## src/rtl/btb_pkg.sv

```systemverilog
package btb_pkg;
    localparam int unsigned INSN_BYTES = 4;

    typedef enum logic [2:0] {
        ACT_IDLE  = 3'd0,
        ACT_SKIP  = 3'd1,
        ACT_ALLOC = 3'd2,
        ACT_FIX   = 3'd3,
        ACT_TRAIN = 3'd4
    } btb_act_e;
endpackage

```

## src/rtl/btb_update_ctl.sv

```systemverilog
module btb_update_ctl
    import btb_pkg::*;
#(
    parameter int unsigned PC_W = 32
) (
    input  logic             res_valid,
    input  logic             res_ctrl,
    input  logic [PC_W-1:0]  res_pc,
    input  logic             res_taken,
    input  logic [PC_W-1:0]  res_target,
    input  logic [PC_W-1:0]  res_pred_next,
    input  logic             ent_valid,
    input  logic [PC_W-1:0]  ent_tag,
    output btb_act_e         act,
    output logic             kill
);
    logic             ctrl_ok;
    logic             tag_match;
    logic [PC_W-1:0]  actual_next;
    logic             wrong;

    always_comb begin
        ctrl_ok     = res_valid && res_ctrl;
        tag_match   = ent_valid && (ent_tag == res_pc);
        actual_next = res_taken ? res_target : res_pc + PC_W'(INSN_BYTES);
        wrong       = (actual_next != res_pred_next);
    end

    always_comb begin
        act = ACT_IDLE;
        if (ctrl_ok) begin
            unique case (tag_match)
                1'b0: act = res_taken ? ACT_ALLOC : ACT_SKIP;
                1'b1: act = wrong ? ACT_FIX : ACT_TRAIN;
            endcase
        end
    end

    assign kill = ctrl_ok && wrong;
endmodule

```

## src/rtl/btb_store.sv

```systemverilog
module btb_store
    import btb_pkg::*;
#(
    parameter int unsigned PC_W  = 32,
    parameter int unsigned IDX_W = 4
) (
    input  logic              clk,
    input  logic              rst_n,
    input  logic [IDX_W-1:0]  rd_idx,
    output logic              rd_valid,
    output logic [PC_W-1:0]   rd_tag,
    output logic [PC_W-1:0]   rd_target,
    output logic              rd_pred,
    input  logic [IDX_W-1:0]  up_idx,
    output logic              up_valid,
    output logic [PC_W-1:0]   up_tag,
    input  btb_act_e          act,
    input  logic [PC_W-1:0]   wr_pc,
    input  logic [PC_W-1:0]   wr_target,
    input  logic              wr_taken
);
    localparam int unsigned DEPTH = 1 << IDX_W;

    logic             valid_q  [DEPTH];
    logic [PC_W-1:0]  tag_q    [DEPTH];
    logic [PC_W-1:0]  target_q [DEPTH];
    logic             pred_q   [DEPTH];

    for (genvar e = 0; e < DEPTH; e++) begin : g_entry
        logic sel;
        assign sel = (up_idx == IDX_W'(e));

        always_ff @(posedge clk or negedge rst_n) begin
            if (!rst_n) begin
                valid_q[e]  <= 1'b0;
                tag_q[e]    <= '0;
                target_q[e] <= '0;
                pred_q[e]   <= 1'b0;
            end else if (sel) begin
                unique case (act)
                    ACT_ALLOC: begin
                        valid_q[e]  <= 1'b1;
                        tag_q[e]    <= wr_pc;
                        target_q[e] <= wr_target;
                        pred_q[e]   <= 1'b1;
                    end
                    ACT_FIX: begin
                        pred_q[e] <= wr_taken;
                        if (wr_taken) target_q[e] <= wr_target;
                    end
                    ACT_TRAIN: pred_q[e] <= wr_taken;
                    ACT_IDLE, ACT_SKIP: ;
                    default: ;
                endcase
            end
        end
    end

    always_comb begin
        rd_valid  = valid_q[rd_idx];
        rd_tag    = tag_q[rd_idx];
        rd_target = target_q[rd_idx];
        rd_pred   = pred_q[rd_idx];
        up_valid  = valid_q[up_idx];
        up_tag    = tag_q[up_idx];
    end
endmodule

```

## src/rtl/btb_lookup.sv

```systemverilog
module btb_lookup
    import btb_pkg::*;
#(
    parameter int unsigned PC_W = 32
) (
    input  logic [PC_W-1:0]  fetch_pc,
    input  logic             ent_valid,
    input  logic [PC_W-1:0]  ent_tag,
    input  logic [PC_W-1:0]  ent_target,
    input  logic             ent_pred,
    output logic             hit,
    output logic [PC_W-1:0]  next_pc
);
    always_comb begin
        hit     = ent_valid && (ent_tag == fetch_pc);
        next_pc = (hit && ent_pred) ? ent_target
                                    : fetch_pc + PC_W'(INSN_BYTES);
    end
endmodule

```

## src/rtl/btb_predictor.sv

```systemverilog
module btb_predictor
    import btb_pkg::*;
#(
    parameter int unsigned PC_W  = 32,
    parameter int unsigned IDX_W = 4
) (
    input  logic              clk,
    input  logic              rst_n,
    input  logic [PC_W-1:0]   fetch_pc,
    output logic              lk_hit,
    output logic [PC_W-1:0]   lk_next_pc,
    output logic [IDX_W-1:0]  lk_index,
    input  logic              res_valid,
    input  logic              res_ctrl,
    input  logic [PC_W-1:0]   res_pc,
    input  logic              res_taken,
    input  logic [PC_W-1:0]   res_target,
    input  logic [PC_W-1:0]   res_pred_next,
    output logic              res_kill
);
    localparam int unsigned IDX_LSB = 2;
    localparam int unsigned IDX_MSB = IDX_LSB + IDX_W - 1;

    logic [IDX_W-1:0] up_idx;
    logic             rd_valid, rd_pred, up_valid;
    logic [PC_W-1:0]  rd_tag, rd_target, up_tag;
    btb_act_e         act;

    assign lk_index = fetch_pc[IDX_MSB:IDX_LSB];
    assign up_idx   = res_pc[IDX_MSB:IDX_LSB];

    btb_store #(.PC_W(PC_W), .IDX_W(IDX_W)) u_store (
        .clk       (clk),
        .rst_n     (rst_n),
        .rd_idx    (lk_index),
        .rd_valid  (rd_valid),
        .rd_tag    (rd_tag),
        .rd_target (rd_target),
        .rd_pred   (rd_pred),
        .up_idx    (up_idx),
        .up_valid  (up_valid),
        .up_tag    (up_tag),
        .act       (act),
        .wr_pc     (res_pc),
        .wr_target (res_target),
        .wr_taken  (res_taken)
    );

    btb_lookup #(.PC_W(PC_W)) u_lookup (
        .fetch_pc   (fetch_pc),
        .ent_valid  (rd_valid),
        .ent_tag    (rd_tag),
        .ent_target (rd_target),
        .ent_pred   (rd_pred),
        .hit        (lk_hit),
        .next_pc    (lk_next_pc)
    );

    btb_update_ctl #(.PC_W(PC_W)) u_ctl (
        .res_valid     (res_valid),
        .res_ctrl      (res_ctrl),
        .res_pc        (res_pc),
        .res_taken     (res_taken),
        .res_target    (res_target),
        .res_pred_next (res_pred_next),
        .ent_valid     (up_valid),
        .ent_tag       (up_tag),
        .act           (act),
        .kill          (res_kill)
    );
endmodule

```

## config.mk

```make
export PLATFORM = sky130hd
export DESIGN_NAME = btb_predictor
export DESIGN_NICKNAME = d
export VERILOG_FILES = /design/src/rtl/btb_pkg.sv /design/src/rtl/btb_update_ctl.sv /design/src/rtl/btb_store.sv /design/src/rtl/btb_lookup.sv /design/src/rtl/btb_predictor.sv
export SDC_FILE = /design/constraint.sdc
export NUM_CORES = 2
export LEC_CHECK = 0
export BUFFER_PORTS_ARGS = -buffer_cell sky130_fd_sc_hd__buf_2
export CORE_ASPECT_RATIO = 0.7
export CORE_MARGIN = 2
export CORE_UTILIZATION = 25
export DETAILED_ROUTE_END_ITERATION = 12
export PLACE_DENSITY_LB_ADDON = 0.2
export RECOVER_POWER = 100
export SETUP_SLACK_MARGIN = 0.1
export SYNTH_ARGS = -nofsm -noshare
export SYNTH_HDL_FRONTEND = slang
export SYNTH_SLANG_ARGS = --single-unit
```

## constraint.sdc

```tcl
create_clock -name clk -period 6 [get_ports clk]
set_input_delay 1.2 -clock clk [delete_from_list [all_inputs] [get_ports clk]]
set_output_delay 1.2 -clock clk [all_outputs]
set_load 0.02 [all_outputs]
```

After elaboration in Yosys (flattened, before gate mapping)
Index checks and enable logic that the tools add are counted.
Word-level totals
  register bits after elaboration: 1056
  input port bits: 133
  word-level logic and storage cells: 177
Cells by class
  $add $sub $neg: 2
  order comparisons: 2
  equal/unequal tests: 22
  mux-type cells: 27
  bitwise operators: 3
  reductions and logical operators: 57
Operator list (number)
  32-bit binary-select mux with 4-bit select: 3
  32-bit two-way mux: 9
  32-bit by 3-bit adder with 32-bit output (second input constant): 2
  32-bit == test: 2
  32-bit one-hot mux with 2 select lines: 1
  2-bit AND reduction: 32
  3-bit AND reduction: 16
  4-bit == test (second input constant): 8
  32-bit inequality test: 1
  4-bit by 3-bit == test with 1-bit output (second input constant): 4
  1-bit binary-select mux with 4-bit select: 3
  5-bit greater-or-equal comparator (second input constant): 2
  4-bit inverter with 5-bit output: 2
  4-bit by 2-bit == test with 1-bit output (second input constant): 2
  3-bit by 2-bit == test with 1-bit output (second input constant): 2
  1-bit two-way mux: 6
  3-bit two-way mux: 2
  3-bit one-hot mux with 2 select lines: 1
  1-bit logical AND: 5
  4-bit by 1-bit == test with 1-bit output (second input constant): 1
  4-bit zero test: 1
  2-bit nonzero test: 2
  3-bit == test (second input constant): 1
  2-bit two-way mux: 1
  other kinds (4): 4

Longest topological paths before layout
  depth after elaboration: 13
  depth in mapped cells: 18

Hierarchy
From an unflattened synthesis, not the netlist that was laid out.
Unflattened totals
  cell total of the unflattened synthesis: 3696
  area total of the unflattened synthesis: 54959.0 um^2
By module, submodules not included
  btb_store: instances 1, cells each 3194, area an instance 51225.4 um^2, sequential area each 26425.3 um^2
  btb_update_ctl: instances 1, cells each 323, area an instance 2198.4 um^2, sequential area each 0.0 um^2
  btb_lookup: instances 1, cells each 175, area an instance 1505.2 um^2, sequential area each 0.0 um^2
  btb_predictor: instances 1, cells each 4, area an instance 30.0 um^2, sequential area each 0.0 um^2

Worst setup path after synthesis
Ideal clock, no wire load.
  path type: input to output
  start point: input fetch_pc[2]
  end point: output lk_next_pc[18]
  data arrival time: 4.587 ns
  path slack: 0.213 ns
  cell stages on the path: 12
  buffers on the path: 3
  cells stage by stage: clkbuf_1 mux4_2 mux4_2 xnor2_1 nand4_1 nor4_1 nand4_1 nor4_2 and2_0 buf_2 buf_2 mux2_2
On the way
  cells in the longest elaborated chain, start to end: 8
  elaborated cells between the ends (all ways): 18
Ends and longest elaborated chain
  start, declared: RTL line btb_predictor.sv:9  | input logic [PC_W-1:0] fetch_pc,
  4-bit inverter with 5-bit output (implied by the code)
  32-bit binary-select mux with 4-bit select: RTL line btb_store.sv:61  | rd_tag = tag_q[rd_idx];
  32-bit two-way mux (implied by the code) (2 in a row): RTL line btb_store.sv:61
  32-bit == test: RTL line btb_lookup.sv:15  | hit = ent_valid && (ent_tag == fetch_pc);
  1-bit logical AND: RTL line btb_lookup.sv:15
  1-bit logical AND: RTL line btb_lookup.sv:16  | next_pc = (hit && ent_pred) ? ent_target
  32-bit two-way mux (*): RTL line btb_lookup.sv:16
  end, declared: RTL line btb_predictor.sv:11  | output logic [PC_W-1:0] lk_next_pc,
Mark *: on every way between the ends. The rest lies on a longest branch, timed or not. The select of a mux whose other input is x is not followed.

Worst setup path in the final report
  start point: input fetch_pc[2]
  end point: output lk_next_pc[12]
The elaborated chain is that of the path after synthesis.

==> metrics.csv <==
metric,value,unit
Mapped Cells,3751,
final hold violations,0,
dominant synthesized flop cell,dfrtp_1,
crit start category,input pin,
#FFs+latches synth,1056,
Power Dens Cells,291,mW/mm^2
worst-margin pin slew,4.16,ns
r2r setup slk,1.26,ns
largest net degree at the start of global routing,150,
worst skew pair latency,0.74,ns
ys async rst share,1.00,
Hold Buf Count CTS,0,
global-route wire length before repair,294,mm
RePlAce Congestion,0.880,
drt wl/cell,29.2,um
Die W,573,um
Via-to-Cell Ratio,5.01,
CTS H-tree lvls,3,
DP Wirelength,142,mm
CP required,4.80,ns
Slew HR,-1.77,
Root Buffer Master,clkbuf_16,
"Clk pin slew, worst setup/hold paths",0.07,ns
via count,35600,
die area,0.231,mm^2
DP Area,0.0627,mm^2
CTS max path bufs,3,
grt total ovfl,0,
"Net Count, Synth",3889,
syn_area_per_cell,15.1,um^2
cell total after placement,6872,
PnR worst setup slack,-0.170,ns
Min Hold Slack,0.469,ns
CTS Buf Count,105,
Num Clock Sinks,1056,
post-synthesis cell type count,88,
vias in the first global route,36100,
I/O pins,171,
Layout area overhead,16.6,%
RSZ-0062 raised after global routing,yes,
Detailed Routing Iterations Pass 1,5,
status,finished with violations,
Tmin final,6.17,ns
YS warnings,0,
Fin Setup TNS,-1.81,ns
"antenna viol nets, final",0,
hold crit path type,flip-flop to flip-flop,
GRT Util Overall,0.177,
initial antenna violation count,20,
row cnt,146,
reg2reg path depth,13,
layout cells sized above 1,0.507,
number of fillers in the final layout,22700,
# port buffers,170,
crit path from,fetch_pc[2],
CTS tree,built,
crit end category,output pin,
failing checks,"capacitance limit, slew limit, setup timing",
Max Clk Rate,162,MHz
VDD IR max,0.000244,V
DRC viols,0,
"EDFF count, synth",0,
"Design Area, Final",0.0661,mm^2
post-route clock period utilization,1.03,
FF-to-FF End,u_store.target_q[1],
Finished Layout Cells,7093,
CP Max Fanout,16,
cell area after synthesis,0.0567,mm^2
Worst Setup EP,lk_next_pc[12],
initial core utilization,0.251,
leakage power,28.9,nW
sequential element share of the synthesized area,0.466,
critical path arrival,4.97,ns
RR Startpoint,u_store.tag_q[159],
Die Ht,403,um
overall power,19.3,mW
crit path kind,input pin to output pin,
clk_skew,0.0477,ns
Max Cap Viol,1,
Setup Viol. Count Final,19,
WL final,207,mm
core outline area,0.226,mm^2
Final nets,4110,
Slew Limit Fails,70,
drt initial violations,3219,
worst max-delay path: stages:
cell	delay, ns
buf_16	0.15
buf_16	0.17
mux4_2	0.52
mux4_2	0.65
xor2_2	0.22
nor4_4	0.29
buf_4	0.16
nand4_1	0.20
nor4_4	0.20
buf_4	0.19
and2_4	0.19
bufbuf_16	0.29
mux2_1	0.32
buf_2	0.16
worst min path at each step:
stage,start,slack (ns),end,depth (start not counted)
floorplan,u_store.tag_q[229],0.43,u_store.tag_q[229],2
detailed placement,u_store.tag_q[100],0.45,u_store.tag_q[100],1
CTS,rst_n,0.42,u_store.target_q[24],1
finish,u_store.tag_q[4],0.47,u_store.tag_q[4],1
global placement,u_store.tag_q[36],0.45,u_store.tag_q[36],1
global route,u_store.tag_q[36],0.48,u_store.tag_q[36],1
final cells by class:
type | instances | area, um^2 | share of cell area
clock inverters | 32 | 412 | 0.00622
repair buffers | 466 | 3950 | 0.0598
inverters | 31 | 116 | 0.00176
diodes | 6 | 15.0 | 0.000227
well taps | 3034 | 3800 | 0.0574
multi-input cells | 2312 | 28300 | 0.428
clock buffers | 156 | 3120 | 0.0472
flip-flops and latches | 1056 | 26400 | 0.400
cells in the final DEF (no fill, tap or decap), types with 9 or more instances in the layout:
cell type  netlist  routed
and2_1          18      14
mux2_2         683     675
a211oi_1         9       9
nand2b_1        37      37
o21ai_0         29      29
clkbuf_2         0      26
mux4_2         427     427
a221oi_1         9       9
clkbuf_8         0      28
and3_1          13      13
clkbuf_1       160      33
xor2_1          48      46
nor4_1          14      12
a31oi_1         29      29
buf_12           1      44
a21oi_1         43      42
clkbuf_4         0      20
nand3_1         59      64
nor2_1          70      64
buf_2           75     149
inv_1           30      30
clkbuf_16        0     106
dfrtp_1       1056    1056
mux2_4         300     284
mux2_1          37      61
nor2b_1         13      13
xnor2_1         88      84
nand2_1         87      92
mux2i_1         80      79
clkinv_2         0      12
a22oi_1         14      14
buf_4           54     161
nand4_1         28      28
and4_1           9       9
nor3_1          26      25
buf_6           41      39
cell families after synthesis:
family                   share of synthesized area
flip-flops                                   0.466
multiplexers                                 0.406
AO/OA/AOI/OAI                               0.0247
XOR/XNOR                                    0.0210
AND/OR/NAND/NOR                             0.0449
buffers and inverters                       0.0363
adder cells (fa/ha/maj)                    0.00110
per-stage QoR:
step	util	setup slack, ns
3_3_place_gp	0.278	-0.548
2_1_floorplan	-	0.213
4_1_cts	0.296	-0.127
6_report	0.293	-0.170
3_5_place_dp	0.278	-0.545
5_1_grt	0.293	-0.260
cell usage after synthesis (48+ instances only):
cell / number / share of area
buf_2: 75 / 0.0066
buf_4: 54 / 0.0071
clkbuf_1: 160 / 0.011
dfrtp_1: 1056 / 0.47
mux2_2: 683 / 0.14
mux2_4: 300 / 0.079
mux2i_1: 80 / 0.014
mux4_2: 427 / 0.17
nand2_1: 87 / 0.0058
nand3_1: 59 / 0.0052
nor2_1: 70 / 0.0046
xnor2_1: 88 / 0.014
xor2_1: 48 / 0.0074
flip-flops by register name (all words and copies together), names as in the netlist:
name and flops:
u_store.target_q 512, u_store.tag_q 512, u_store.valid_q 16, u_store.pred_q 16
where the power goes:
group	total (mW)	switching (mW)	leakage, nW	internal [mW]
Combinational	3.60	1.64	13.2	1.96
Clock	6.94	3.11	1.72	3.83
Sequential	8.71	0.638	14.0	8.08
repair_timing:
action,in CTS,in global routing
pin swaps,5,2
buffers inserted,19,2
gates cloned,6,0
resized for setup,49,32
setup endpoints to repair,33,32
routing by layer:
| layer | track usage | vias to the layer above | wire, um |
|---|---|---|---|
| li1 | - | 14700 | - |
| met1 | 0.281 | 19700 | 105000 |
| met2 | 0.250 | 985 | 87200 |
| met3 | 0.0312 | 211 | 11400 |
| met4 | 0.0277 | 6 | 3170 |
| met5 | 0 | - | 35 |
Note: power is estimated with default switching activity, not from simulation.
